===== src/rtl/bdport_pkg.sv =====
package bdport_pkg;
  localparam int DATA_W  = 8;
  localparam int SEL_W   = 3;
  // port C positions of the handshake lines; the set/reset decode depends on them
  localparam int PC_INTR = 3;
  localparam int PC_STB  = 4;
  localparam int PC_IBF  = 5;
  localparam int PC_ACK  = 6;
  localparam int PC_OBF  = 7;
  // enable flags share the position of the strobe-side input of each direction
  localparam int EN_IN_BIT  = PC_STB;
  localparam int EN_OUT_BIT = PC_ACK;
endpackage


===== src/rtl/bdport_out_side.sv =====
module bdport_out_side #(
  parameter int DW = bdport_pkg::DATA_W
) (
  input  logic          clk,
  input  logic          rst,
  input  logic          wr_n,
  input  logic [DW-1:0] wdata,
  input  logic          ack_n,
  output logic [DW-1:0] latch_q,
  output logic          obf_n,
  output logic          oe
);
  always_ff @(posedge clk) begin
    if (rst) begin
      latch_q <= '0;
      obf_n   <= 1'b1;
      oe      <= 1'b0;
    end else begin
      oe <= ~ack_n;
      if (!wr_n) begin
        latch_q <= wdata;
        obf_n   <= 1'b0;
      end else if (!ack_n && !obf_n) begin
        obf_n <= 1'b1;
      end
    end
  end
endmodule


===== src/rtl/bdport_in_side.sv =====
module bdport_in_side #(
  parameter int DW = bdport_pkg::DATA_W
) (
  input  logic          clk,
  input  logic          rst,
  input  logic          stb_n,
  input  logic          rd_n,
  input  logic [DW-1:0] pins,
  output logic [DW-1:0] latch_q,
  output logic          ibf
);
  always_ff @(posedge clk) begin
    if (rst) begin
      latch_q <= '0;
      ibf     <= 1'b0;
    end else if (!stb_n) begin
      latch_q <= pins;
      ibf     <= 1'b1;
    end else if (!rd_n) begin
      ibf <= 1'b0;
    end
  end
endmodule


===== src/rtl/bdport_irq.sv =====
module bdport_irq #(
  parameter int SW = bdport_pkg::SEL_W
) (
  input  logic          clk,
  input  logic          rst,
  input  logic          cmd_we,
  input  logic [SW-1:0] cmd_sel,
  input  logic          cmd_val,
  input  logic          ibf,
  input  logic          obf_n,
  input  logic          stb_n,
  input  logic          rd_n,
  input  logic          ack_n,
  input  logic          wr_n,
  output logic          intr
);
  localparam logic [SW-1:0] SEL_IN  = SW'(bdport_pkg::EN_IN_BIT);
  localparam logic [SW-1:0] SEL_OUT = SW'(bdport_pkg::EN_OUT_BIT);

  logic en_in_q, en_out_q;
  logic req_in, req_out;

  assign req_in  = ibf & en_in_q & stb_n & rd_n;
  assign req_out = obf_n & en_out_q & ack_n & wr_n;

  always_ff @(posedge clk) begin
    if (rst) begin
      en_in_q  <= 1'b0;
      en_out_q <= 1'b0;
      intr     <= 1'b0;
    end else begin
      intr <= req_in | req_out;
      if (cmd_we && cmd_sel == SEL_IN)  en_in_q  <= cmd_val;
      if (cmd_we && cmd_sel == SEL_OUT) en_out_q <= cmd_val;
    end
  end
endmodule


===== src/rtl/bdport_channel.sv =====
module bdport_channel #(
  parameter int DW = bdport_pkg::DATA_W,
  parameter int SW = bdport_pkg::SEL_W
) (
  input  logic          clk,
  input  logic          rst,
  input  logic          cpu_wr_n,
  input  logic          cpu_rd_n,
  input  logic [DW-1:0] cpu_wdata,
  output logic [DW-1:0] cpu_rdata,
  input  logic [DW-1:0] pin_in,
  output logic [DW-1:0] pin_out,
  output logic          pin_oe,
  input  logic          stb_n,
  input  logic          ack_n,
  output logic          obf_n,
  output logic          ibf,
  output logic          intr,
  input  logic          cmd_we,
  input  logic [SW-1:0] cmd_sel,
  input  logic          cmd_val
);
  bdport_out_side #(.DW(DW)) out_i (
    .clk(clk), .rst(rst), .wr_n(cpu_wr_n), .wdata(cpu_wdata), .ack_n(ack_n),
    .latch_q(pin_out), .obf_n(obf_n), .oe(pin_oe)
  );

  bdport_in_side #(.DW(DW)) in_i (
    .clk(clk), .rst(rst), .stb_n(stb_n), .rd_n(cpu_rd_n), .pins(pin_in),
    .latch_q(cpu_rdata), .ibf(ibf)
  );

  bdport_irq #(.SW(SW)) irq_i (
    .clk(clk), .rst(rst), .cmd_we(cmd_we), .cmd_sel(cmd_sel), .cmd_val(cmd_val),
    .ibf(ibf), .obf_n(obf_n), .stb_n(stb_n), .rd_n(cpu_rd_n), .ack_n(ack_n),
    .wr_n(cpu_wr_n), .intr(intr)
  );
endmodule


===== config.mk =====
export PLATFORM = sky130hd
export DESIGN_NAME = bdport_channel
export DESIGN_NICKNAME = d
export VERILOG_FILES = /design/src/rtl/bdport_pkg.sv /design/src/rtl/bdport_out_side.sv /design/src/rtl/bdport_in_side.sv /design/src/rtl/bdport_irq.sv /design/src/rtl/bdport_channel.sv
export SDC_FILE = /design/constraint.sdc
export NUM_CORES = 1
export LEC_CHECK = 0
export BUFFER_PORTS_ARGS = -buffer_cell sky130_fd_sc_hd__buf_2
export CAP_MARGIN = 20
export CORE_MARGIN = 4
export CORE_UTILIZATION = 40
export DETAILED_ROUTE_END_ITERATION = 8
export PLACE_DENSITY = 0.84
export RECOVER_POWER = 25
export REMOVE_ABC_BUFFERS = 1
export SYNTH_ARGS = -nofsm -noshare
export SYNTH_HDL_FRONTEND = slang
export SYNTH_SLANG_ARGS = --single-unit
export TNS_END_PERCENT = 5

===== constraint.sdc =====
create_clock -name clk -period 2 [get_ports clk]
set_input_delay 0.4 -clock clk [delete_from_list [all_inputs] [get_ports clk]]
set_output_delay 0.4 -clock clk [all_outputs]
set_load 0.01 [all_outputs]

==> impl_metrics.toml <==
[sta]
maxSlewHeadroom_pct = 41.2
finalMaxSlewViolations = 0
fin_setup_tns_ns = 0
hold_violations = 0
setup_viol = 0
fmax_mhz = 812
skew_ns = 0.0107
worstMarginPinSlew_ns = 0.882
period_share_pct = 61.6
min_period_ns = 1.23
rsz0062_at_grt = "false"

[layout]
drive_gt1_share_pct = 42.9
final-seq-area_um2 = 440
fill_cells = 170
layout.nets = 147
multi_input_area_um2 = 334
final_cell_mix = "buf_2 (45), dfxtp_1 (22), mux2i_1 (18)"
synthToLayoutAreaGrowth_pct = 34.7
final_common_cell = "buf_2"
diodes = 0
final_cell_count_no_fill = 144

[clock_network]
cts_setup_buffers = 0
htree_num_levels = 1
cts_root_buf = "clkbuf_4"
cts-resized-gates = 0
clk_latency_ns = 0.30
cts_buffers = 3
cts.sinks = 22
cts_tree = "done"
clk_pin_slew_ns = 0.11
ctsHoldBuffers = 0
cts_buffer_depth = 2

[synth]
post-synth-top-area-cell = "dfxtp_1"
yosysTopAreaCellShare_pct = 54.6
yosysWarnings = 0
syn_area_um2 = 807
yosysUniqueCellTypes = 14
synthCells = 73
yosysSeqAreaShare_pct = 54.6
avgSynthCellArea_um2 = 11.1
synthTopCellsByArea = "dfxtp_1 (55%), mux2i_1 (22%), nor2_1 (7.9%), nand2b_1 (3.1%), buf_6 (2.8%)"
synth_seq_cells = 22

[worst_setup_path]
reg2reg_slack_ns = 1.26
worst_path_max_delay_cell = "dfxtp_1"
path_delay_family = "flip-flops"
crit_buf_inv = 1
slowest_delay_ns = 0.39
timing.rr.end = "out_i.obf_n"
worstSetupEndpointType = "primary output"
cp.arrival_ns = 0.83
required_ns = 1.60
crit_type = "flip-flop to primary output"
critPathMaxFanout = 3
reg2reg_depth = 2
cp_cell_sequence = "buf_2"
r2r-start = "out_i.obf_n"
crit_start = "in_i.ibf"
cp-start-kind = "flip-flop"

[die]
rows = 15
fp.dieH_um = 52.9
fp.dieArea_mm2 = 0.00280
coreArea_mm2 = 0.00182
io_pins = 47
die_w_um = 52.9
start_util_pct = 44.3

[global_route]
grt_pass1_wl_mm = 2.64
grt-ovfl-total = 0
grt_max_degree = 24
track_usage_pct = 13.1
grt_pass1_vias = 652
antenna_found_initial = 0

[placement]
place.gp.congestion = 0.631
port_buffers = 46
place_inst = 140
dp_hpwl_mm = 1.31

[power_and_ir_drop]
p_per_area_mw_per_mm2 = 839
leakage_nw = 0.574
peakVddDrop_mv = 0.722

[worst_hold_path]
hold_path_class = "input pin to flip-flop"
hold-path-cell-count = 2
whs_endpoint = "out_i.oe"
hp-start = "ack_n"

[drt]
post_drt_wl_per_cell_um = 11.4
vias = 672
ant_nets = 0
wl_mm = 1.64
dr.pass1.iters = 4
drc = 0
avgViaCountPerCell = 4.67
drtIter0Drc = 4

[job]
drv_cap = 0

[run_status]
status = "finished, final reports clean"
## registers in the layout, summed over array words and instances (netlist names)
register / flops
out_i.obf_n: 1
out_i.latch_q: 8
out_i.oe: 1
irq_i.en_in_q: 1
in_i.latch_q: 8
irq_i.intr: 1
irq_i.en_out_q: 1
in_i.ibf: 1
## per-stage QoR
step                area [µm²]  setup slack [ns]  power, W  hold WS, ns  utilization, %
floorplan                  774              1.11  0.000529        0.449               -
global placement          1040             0.928  0.000592        0.468            56.9
detailed placement        1040             0.885  0.000596        0.479            56.9
CTS                       1090             0.752  0.000925        0.280            59.8
global route              1090             0.695  0.000959        0.264            59.7
finish                    1090             0.768  0.000913        0.292            59.7
## layout make-up
cell class	count	area share, %
clock inverter	1	2.76
multi-input combinational	47	30.7
timing repair buffer	46	21.1
clock buffer	3	2.07
sequential	22	40.5
tap	25	2.88
## Yosys cell counts (all sizes together)
cell / instances
buf: 4
nor2: 17
nand2b: 4
mux2i: 18
and4bb: 1
nand4b: 1
nand4: 2
nand2: 1
a21o: 1
dfxtp: 22
a21oi: 2
## layer usage
layer  vias to the layer above  track usage (%)  wire length (µm)
met4                         0             2.55                12
met5                         -                0                 0
li1                        337                -                 -
met2                        36             21.9               791
met1                       297             14.6               657
met3                         2             7.04               181
## cells by family (layout without fill, tap and decap cells)
kind of cell / after synthesis / after routing / share of synthesized area (%)
AO/OA/AOI/OAI: 3 / 3 / 2.64
buffers and inverters: 4 / 50 / 4.03
flip-flops: 22 / 22 / 54.6
AND/OR/NAND/NOR: 26 / 26 / 16.4
multiplexers: 18 / 18 / 22.3
## where the power goes
group / internal [W] / switching, W / leakage (nW)
Clock: 0.000203 / 0.000126 / 0.0279
Combinational: 0.0000562 / 0.0000542 / 0.365
Sequential: 0.000462 / 0.0000119 / 0.181
## how the worst max path moves through the flow
stage / slack, ns / endpoint / depth (start not counted)
2_1_floorplan: 1.11 / irq_i.en_in_q / 2
3_3_place_gp: 0.93 / irq_i.en_in_q / 3
3_5_place_dp: 0.88 / irq_i.en_out_q / 3
4_1_cts: 0.75 / ibf / 1
5_1_grt: 0.69 / ibf / 1
6_report: 0.77 / ibf / 1
No activity file was read; power rests on OpenSTA's default activity.
